File: src/rtl/async_tx_pkg.sv
package async_tx_pkg;

    typedef enum logic [2:0] {
        ST_IDLE   = 3'd0,
        ST_START  = 3'd1,
        ST_DATA   = 3'd2,
        ST_PARITY = 3'd3,
        ST_STOP   = 3'd4
    } tx_state_e;

    typedef struct packed {
        logic [1:0] len;
        logic       stop_long;
        logic       par_en;
        logic       par_even;
        logic       par_fix;
    } tx_fmt_t;

endpackage

File: src/rtl/async_tx_hold.sv
module async_tx_hold #(
    parameter int W = 8
) (
    input  logic         clk,
    input  logic         rst_n,
    input  logic         wr_en,
    input  logic [W-1:0] wr_data,
    input  logic         take,
    output logic         full,
    output logic [W-1:0] data
);

    logic         full_q;
    logic [W-1:0] data_q;

    always_ff @(posedge clk) begin
        if (!rst_n) begin
            full_q <= 1'b0;
            data_q <= '0;
        end else begin
            if (wr_en) begin
                full_q <= 1'b1;
                data_q <= wr_data;
            end else if (take) begin
                full_q <= 1'b0;
            end
        end
    end

    assign full = full_q;
    assign data = data_q;

endmodule

File: src/rtl/async_tx_frame.sv
module async_tx_frame
    import async_tx_pkg::*;
#(
    parameter int W   = 8,
    parameter int OVS = 16
) (
    input  logic         clk,
    input  logic         rst_n,
    input  logic         tick,
    input  logic         hold_full,
    input  logic [W-1:0] hold_data,
    input  tx_fmt_t      fmt,
    output logic         take,
    output logic         busy,
    output logic         frame_bit
);

    localparam int CNT_W = $clog2(2 * OVS);
    localparam int IDX_W = $clog2(W);
    localparam logic [CNT_W-1:0] BIT_LAST    = CNT_W'(OVS - 1);
    localparam logic [CNT_W-1:0] STOP15_LAST = CNT_W'(OVS + OVS / 2 - 1);
    localparam logic [CNT_W-1:0] STOP2_LAST  = CNT_W'(2 * OVS - 1);
    localparam logic [IDX_W-1:0] IDX_BASE    = IDX_W'(W - 4);

    tx_state_e        state_q, state_d;
    logic [CNT_W-1:0] cnt_q;
    logic [IDX_W-1:0] idx_q;
    logic [W-1:0]     sh_q;
    tx_fmt_t          fmt_q;
    logic             par_q;

    logic             bit_end;
    logic             stop_end;
    logic             seg_end;
    logic [CNT_W-1:0] stop_last;
    logic [IDX_W-1:0] data_last;

    function automatic logic par_calc(input logic [W-1:0] d, input tx_fmt_t f);
        logic x;
        x = 1'b0;
        for (int i = 0; i < W; i++) begin
            if (i < (W - 3 + int'(f.len))) x = x ^ d[i];
        end
        if (f.par_fix) return !f.par_even;
        return f.par_even ? x : !x;
    endfunction

    always_comb begin
        stop_last = BIT_LAST;
        if (fmt_q.stop_long) begin
            stop_last = (fmt_q.len == 2'b00) ? STOP15_LAST : STOP2_LAST;
        end
        data_last = IDX_BASE + IDX_W'(fmt_q.len);
        bit_end   = tick && (cnt_q == BIT_LAST);
        stop_end  = tick && (cnt_q == stop_last);
        seg_end   = (state_q == ST_STOP) ? stop_end : bit_end;
        take      = hold_full && ((state_q == ST_IDLE) ||
                                  ((state_q == ST_STOP) && stop_end));
    end

    always_comb begin
        state_d = state_q;
        unique case (state_q)
            ST_IDLE: begin
                if (hold_full) state_d = ST_START;
            end
            ST_START: begin
                if (bit_end) state_d = ST_DATA;
            end
            ST_DATA: begin
                if (bit_end && (idx_q == data_last)) begin
                    state_d = fmt_q.par_en ? ST_PARITY : ST_STOP;
                end
            end
            ST_PARITY: begin
                if (bit_end) state_d = ST_STOP;
            end
            ST_STOP: begin
                if (stop_end) state_d = hold_full ? ST_START : ST_IDLE;
            end
            default: state_d = ST_IDLE;
        endcase
    end

    always_ff @(posedge clk) begin
        if (!rst_n) state_q <= ST_IDLE;
        else        state_q <= state_d;
    end

    always_ff @(posedge clk) begin
        if (!rst_n) begin
            cnt_q <= '0;
            idx_q <= '0;
            sh_q  <= '0;
            fmt_q <= '0;
            par_q <= 1'b0;
        end else if (take) begin
            cnt_q <= '0;
            idx_q <= '0;
            sh_q  <= hold_data;
            fmt_q <= fmt;
            par_q <= par_calc(hold_data, fmt);
        end else if ((state_q != ST_IDLE) && tick) begin
            cnt_q <= seg_end ? '0 : cnt_q + 1'b1;
            if ((state_q == ST_DATA) && bit_end) begin
                sh_q  <= sh_q >> 1;
                idx_q <= idx_q + 1'b1;
            end
        end
    end

    always_comb begin
        busy = (state_q != ST_IDLE);
        unique case (state_q)
            ST_IDLE:   frame_bit = 1'b1;
            ST_START:  frame_bit = 1'b0;
            ST_DATA:   frame_bit = sh_q[0];
            ST_PARITY: frame_bit = par_q;
            ST_STOP:   frame_bit = 1'b1;
            default:   frame_bit = 1'b1;
        endcase
    end

endmodule

File: src/rtl/async_tx_line.sv
module async_tx_line (
    input  logic frame_bit,
    input  logic send_break,
    input  logic loop_mode,
    output logic txd,
    output logic loop_txd
);

    always_comb begin
        loop_txd = send_break ? 1'b0 : frame_bit;
        txd      = loop_mode ? 1'b1 : loop_txd;
    end

endmodule

File: src/rtl/async_tx.sv
module async_tx
    import async_tx_pkg::*;
#(
    parameter int W   = 8,
    parameter int OVS = 16
) (
    input  logic         clk,
    input  logic         rst_n,
    input  logic         wr_en,
    input  logic [W-1:0] wr_data,
    input  logic         tick16,
    input  logic [1:0]   len_sel,
    input  logic         stop_sel,
    input  logic         par_en,
    input  logic         par_even,
    input  logic         par_fix,
    input  logic         send_break,
    input  logic         loop_mode,
    output logic         txd,
    output logic         loop_txd,
    output logic         hold_empty,
    output logic         tx_empty
);

    logic         hold_full;
    logic [W-1:0] hold_data;
    logic         take;
    logic         busy;
    logic         frame_bit;
    tx_fmt_t      fmt;

    assign fmt = '{len: len_sel, stop_long: stop_sel, par_en: par_en,
                   par_even: par_even, par_fix: par_fix};

    async_tx_hold #(.W(W)) hold_i (
        .clk     (clk),
        .rst_n   (rst_n),
        .wr_en   (wr_en),
        .wr_data (wr_data),
        .take    (take),
        .full    (hold_full),
        .data    (hold_data)
    );

    async_tx_frame #(.W(W), .OVS(OVS)) frame_i (
        .clk       (clk),
        .rst_n     (rst_n),
        .tick      (tick16),
        .hold_full (hold_full),
        .hold_data (hold_data),
        .fmt       (fmt),
        .take      (take),
        .busy      (busy),
        .frame_bit (frame_bit)
    );

    async_tx_line line_i (
        .frame_bit  (frame_bit),
        .send_break (send_break),
        .loop_mode  (loop_mode),
        .txd        (txd),
        .loop_txd   (loop_txd)
    );

    assign hold_empty = !hold_full;
    assign tx_empty   = !hold_full && !busy;

endmodule

File: config.mk
export PLATFORM = sky130hd
export DESIGN_NAME = async_tx
export DESIGN_NICKNAME = d
export VERILOG_FILES = /design/src/rtl/async_tx_pkg.sv /design/src/rtl/async_tx_hold.sv /design/src/rtl/async_tx_frame.sv /design/src/rtl/async_tx_line.sv /design/src/rtl/async_tx.sv
export SDC_FILE = /design/constraint.sdc
export NUM_CORES = 1
export LEC_CHECK = 0
export BUFFER_PORTS_ARGS = -buffer_cell sky130_fd_sc_hd__clkbuf_2
export CAP_MARGIN = 30
export CORE_MARGIN = 4
export CORE_UTILIZATION = 35
export CTS_BUF_LIST = sky130_fd_sc_hd__clkbuf_4
export CTS_CLUSTER_SIZE = 16
export DETAILED_ROUTE_END_ITERATION = 10
export SETUP_SLACK_MARGIN = 0.2
export SYNTH_ARGS = -nofsm -noshare
export SYNTH_HDL_FRONTEND = slang
export SYNTH_SLANG_ARGS = --single-unit
File: constraint.sdc
create_clock -name clk -period 1.7 [get_ports clk]
set_input_delay 0.085 -clock clk [delete_from_list [all_inputs] [get_ports clk]]
set_output_delay 0.085 -clock clk [all_outputs]
set_load 0.005 [all_outputs]
# [Yosys cells after proc, flatten, opt, wreduce, memory -nomap -nowiden]
# Index checks and enable logic that the tools add are counted.
[word_totals] regBits=33 inputBits=20 out_inout_bits=4 wordCells=115
[op_classes] n_addsub=4 order_cmp=8 n_eq_ne=12 muxes=50 bitwise=8 n_reduce_logical=23
[ops] operator="4-bit by 32-bit less-than comparator with 1-bit output, first input constant" n=4
[ops] operator="3-bit by 32-bit less-than comparator with 1-bit output, first input constant" n=2
[ops] operator="1-bit two-way mux" n=36
[ops] operator="1-bit by 32-bit less-than comparator with 1-bit output, first input constant" n=1
[ops] operator="2-bit by 32-bit less-than comparator with 1-bit output, first input constant" n=1
[ops] operator="8-bit two-way mux" n=3
[ops] operator="3-bit two-way mux" n=6
[ops] operator="3-bit case mux with 5 select lines" n=1
[ops] operator="5-bit two-way mux" n=2
[ops] operator="1-bit logical AND" n=8
[ops] operator="2-bit by 1-bit != test with 1-bit output, second input constant" n=4
[ops] operator="1-bit XOR" n=7
[ops] operator="3-bit by 2-bit == test with 1-bit output, second input constant" n=2
[ops] operator="2-bit nonzero test" n=3
[ops] operator="5-bit by 1-bit adder with 5-bit output, second input constant" n=1
[ops] operator="5-bit by 4-bit == test with 1-bit output, second input constant" n=1
[ops] operator="5-bit == test" n=1
[ops] operator="5-bit AND reduction" n=1
[ops] operator="3-bit by 2-bit adder with 4-bit output, first input constant" n=1
[ops] operator="1-bit logical NOT" n=4
[ops] operator="4-bit two-way mux" n=1
[ops] operator="2-bit AND reduction" n=2
[ops] operator="3-bit by 1-bit adder with 3-bit output, second input constant" n=1
[ops] operator="3-bit by 2-bit adder with 3-bit output, first input constant" n=1
[ops] operator="other kinds (11)" n=11

# [Depth between registers and ports, before layout]
[depth] ltp_word=41 mapped_depth=9

# [Modules after synthesis]
# From an unflattened synthesis, not the netlist that was laid out.
[hier_totals] cells_unflattened=189 hier_area_um2=1796.7
[modules_own_cells] module="async_tx_frame" n_inst=1 cells_each=157 area_per_inst_um2=1433.9
[modules_own_cells] module="async_tx_hold" n_inst=1 cells_each=28 area_per_inst_um2=335.3
[modules_own_cells] module="async_tx_line" n_inst=1 cells_each=2 area_per_inst_um2=20.0
[modules_own_cells] module="async_tx" n_inst=1 cells_each=2 area_per_inst_um2=7.5

# [Worst setup path before layout]
# OpenSTA, ideal clock, no wires.
[synth_timing] path_kind="flip-flop to flip-flop" startpoint="register frame_i.cnt_q[0]" endpoint="register frame_i.state_q[1]" arrival_time_ns=1.785 slack_ns=-0.156 path_stages_with_launch=9 path_cell_list="dfxtp_1 > ha_1 > and3_1 > ha_1 > nand3_1 > nor3_2 > o41ai_1 > or4b_1 > a21oi_1"
[synth_between] elab_chain_len=5
[synth_rtl] item="from (decl)" line_no="async_tx_frame.sv:26" text="logic [CNT_W-1:0] cnt_q;"
[synth_rtl] item="from (signal assigned)" line_no="async_tx_frame.sv:104" text="cnt_q <= seg_end ? '0 : cnt_q + 1'b1;"
[synth_rtl] item="5-bit by 4-bit == test with 1-bit output" line_no="async_tx_frame.sv:54" text="bit_end = tick && (cnt_q == BIT_LAST);"
[synth_rtl] item="1-bit logical AND" line_no="async_tx_frame.sv:54"
[synth_rtl] item="1-bit logical AND" line_no="async_tx_frame.sv:71" text="if (bit_end && (idx_q == data_last)) begin"
[synth_rtl] item="2-bit by 1-bit != test with 1-bit output (no line)"
[synth_rtl] item="5-bit AND reduction (no line) (*)"
[synth_rtl] item="to (signal assigned)" line_no="async_tx_frame.sv:87" text="else state_q <= state_d;"
[synth_rtl] item="to (decl)" line_no="async_tx_frame.sv:25" text="tx_state_e state_q, state_d;"
# Every way passes the cells marked *; elsewhere a longest branch is shown, timed or not.
# A chain may end at the register's enable or synchronous reset.

# [Worst setup path after layout]
[layout_timing] startpoint="register frame_i.cnt_q[1]" endpoint="register frame_i.state_q[1]"
# The elaborated chain is that of the path after synthesis.

==> results.ini <==
[synthesis]
syn-num-nets=219
synth_async_sr_flop_share=0
yosysMostFrequentCell=dfxtp_1
synth_cell_types=55
post_synth_and_or_nand_nor_area_fraction=0.1892
netlist_top_cells_count=dfxtp_1 (33), a21oi_1 (19), nor2_1 (16)
netlist_area_um2=1765
synth_edf_count=0
synth_xor_area_frac=0.06662
synth_top_family_by_area=compound AO/OA/AOI/OAI gates
synth.yosys.warnings=0
synthMuxAreaShare=0.05103
synth_flop_cell=dfxtp_1
synth_top_area_cell=dfxtp_1
ys_ff_latch=33
synth_seq_area_share=0.3742
yosysTopAreaCellShare=0.3742
synth_fa_ha_area_frac=0.02126
avgSynthCellArea_um2=9.007
synth_area_leaders=dfxtp_1 (37%), a21oi_1 (5.4%), mux2i_1 (5.1%), nor2_1 (3.4%), o211ai_1 (3.0%)
synth_cells=196
synth_compound_area_frac=0.2403

[timing]
fin_crit_ns=1.802
finalHoldViolations=0
finalCritPeriodShare=1.060
max_slew_margin=0.8020
rsz0062_at_grt=yes
tightest_slew_ns=0.2969
setup_ws_ns=-0.1018
clock.fmax_mhz=555.0
slew_viol_final=0
setup_viol=3
finalClockSkew_ns=0.01494

[hold_path]
hp-class=input pin to flop

[clock_network]
cts_buffers=5
cts_root_buffer=clkbuf_4
clk_pin_slew_ns=0.10
ctsHtreeMaxLevel=2
insertion_delay_ns=0.34
clk_path_buf_depth=2
cts_sinks=33
tritoncts=yes

[power]
clkPwrFrac=0.225
p_sw_mw=0.5935
internal_power_mw=1.273
p_seq_frac=0.468
ir_worst_vdd_uv=312.4
p_leak_nw=1.042
power_frac_comb=0.307
powerDensity_nw_per_um2=722.2
switching_share=0.3181
power_mw=1.866

[cells_and_area]
nets=284
final_util=0.5364
drive_gt1_frac=0.4291
antenna_cells=0
n_fill_cell=468
area_growth_pct=46.35

[drt]
drt-pass1-iter-count=4
drc=0
antenna_left=0
via_per_inst=4.976
finalWirelength_mm=4.436
via_count=1632
wire_per_inst_um=13.52
first_iter_violations=59

[floorplanning]
io_pins=24
die_x_um=79.02
coreArea_um2=4817
num_rows=25
die_h_um=79.02
die_area_um2=6244
start_util=0.3665

[place]
dp_hpwl_mm=2.900
gp_congestion=0.7926
pre_cts_ws_ns=-0.1678
port_buffers=23

[worst_setup_path]
path_max_fanout=3
crit_path_start_kind=flop
endpoint_kind=flop
worstPathArrival_ns=2.08
worstSetupPathType=flop to flop
crit_required_ns=1.97

[global_routing]
grt_pass1_vias=1504
overflow=0
antenna_found_initial=0
grt_max_degree=18
grt_usage=0.1451
grt_pass1_wl_mm=7.127

[outcome]
status=finished, violations left
violations=setup timing

[job]
cap_violations=0

[cell families (layout without fill, tap and decap cells)]
family / after synthesis / after routing
buffers and inverters: 18 / 83
AO/OA/AOI/OAI: 60 / 60
AND/OR/NAND/NOR: 62 / 62
flip-flops: 33 / 33
adder cells (fa/ha/maj): 3 / 3
multiplexers: 9 / 9
XOR/XNOR: 11 / 11
[layout make-up]
type	instances	area [um^2]	share of cell area
multi-input combinational	145	1205	0.4663
sequential	33	678.2	0.2625
timing repair buffer	70	545.5	0.2111
tap	67	83.83	0.03245
clock buffer	5	37.54	0.01453
inverter	6	22.52	0.008717
clock inverter	2	11.26	0.004358
[flip-flops by register name, summed over array words and instances (netlist names)]
register / count
hold_i.full: 1
frame_i.par_q: 1
frame_i.sh_q: 8
frame_i.cnt_q: 5
hold_i.data: 8
frame_i.idx_q: 3
frame_i.state_q: 3
frame_i.fmt_q: 4
[critical path, cell delays in order (launching register included)]
cell and delay, ns:
dfxtp_2 0.36, ha_4 0.13, and3_4 0.19, ha_4 0.15, nand3_4 0.09, nor3_4 0.15, o41ai_2 0.08, or4b_1 0.47
a21oi_1 0.12
[final timing paths]
| check | slack (ns) | from | cells after the start | to |
|---|---|---|---|---|
| worst min register to register | 0.49 | frame_i.sh_q[7]$_SDFFE_PN0P_ | 2 | frame_i.sh_q[7]$_SDFFE_PN0P_ |
| worst min-delay path | 0.02 | len_sel[0] | 3 | frame_i.fmt_q[4]$_SDFFE_PN0N_ |
| worst max register to register | -0.10 | frame_i.cnt_q[1]$_SDFFE_PP0P_ | 8 | frame_i.state_q[1]$_SDFFE_PN0P_ |
| worst max-delay path | -0.10 | frame_i.cnt_q[1]$_SDFFE_PP0P_ | 8 | frame_i.state_q[1]$_SDFFE_PN0P_ |
[cells in the final DEF (no fill, tap or decap), drive strengths merged, types with 2 or more instances in the layout]
cell type | synthesis | layout
nor2b | 3 | 3
dlygate4sd3 | 0 | 12
mux2i | 9 | 9
buf | 7 | 35
nand2 | 12 | 12
clkbuf | 5 | 27
nor3b | 3 | 3
nand3 | 9 | 9
xor2 | 3 | 3
ha | 3 | 3
o211ai | 8 | 8
nand4 | 2 | 2
o21a | 2 | 2
a32oi | 5 | 5
o311a | 2 | 2
inv | 6 | 6
xnor2 | 7 | 7
nor3 | 3 | 3
and3 | 2 | 2
dfxtp | 33 | 33
or2 | 3 | 3
a21oi | 19 | 19
o21ai | 12 | 12
nor2 | 18 | 18
[what timing repair did]
item / CTS / global route
hold endpoints to repair: 12 / 0
resized for setup: 30 / 30
endpoints found under the setup margin: 27 / 28
cloned: 0 / 1
hold buffers: 12 / 0
buffers inserted: 4 / 6
pin swaps: 7 / 24
[power groups by stage]
stage | combinational [mW] | clock (mW) | sequential, mW
global route | 0.620 | 0.476 | 0.881
detailed placement | 0.445 | 0 | 0.885
CTS | 0.507 | 0.435 | 0.871
floorplan | 0.295 | 0 | 0.876
finish | 0.573 | 0.420 | 0.873
global placement | 0.447 | 0 | 0.885
[layer usage]
| layer | global-route usage | vias to the layer above | wire length [um] |
|---|---|---|---|
| met3 | 0.04195 | 6 | 195 |
| li1 | - | 852 | - |
| met5 | 0 | - | 0 |
| met4 | 0.05155 | 0 | 65 |
| met1 | 0.1868 | 741 | 2089 |
| met2 | 0.2306 | 33 | 2085 |
[per-stage QoR]
stage / TNS [ns] / hold slack [ns] / std cells / area [um^2]
6_report: -0.1337 / 0.01946 / 328 / 2584
2_1_floorplan: -0.1312 / 0.2056 / 196 / 1807
3_5_place_dp: -0.1678 / 0.3269 / 298 / 2118
3_3_place_gp: -0.1095 / 0.3189 / 298 / 2118
4_1_cts: -0.2010 / 0.01498 / 321 / 2434
5_1_grt: -1.332 / 0.01417 / 328 / 2584
(Power assumes the default switching activity.)
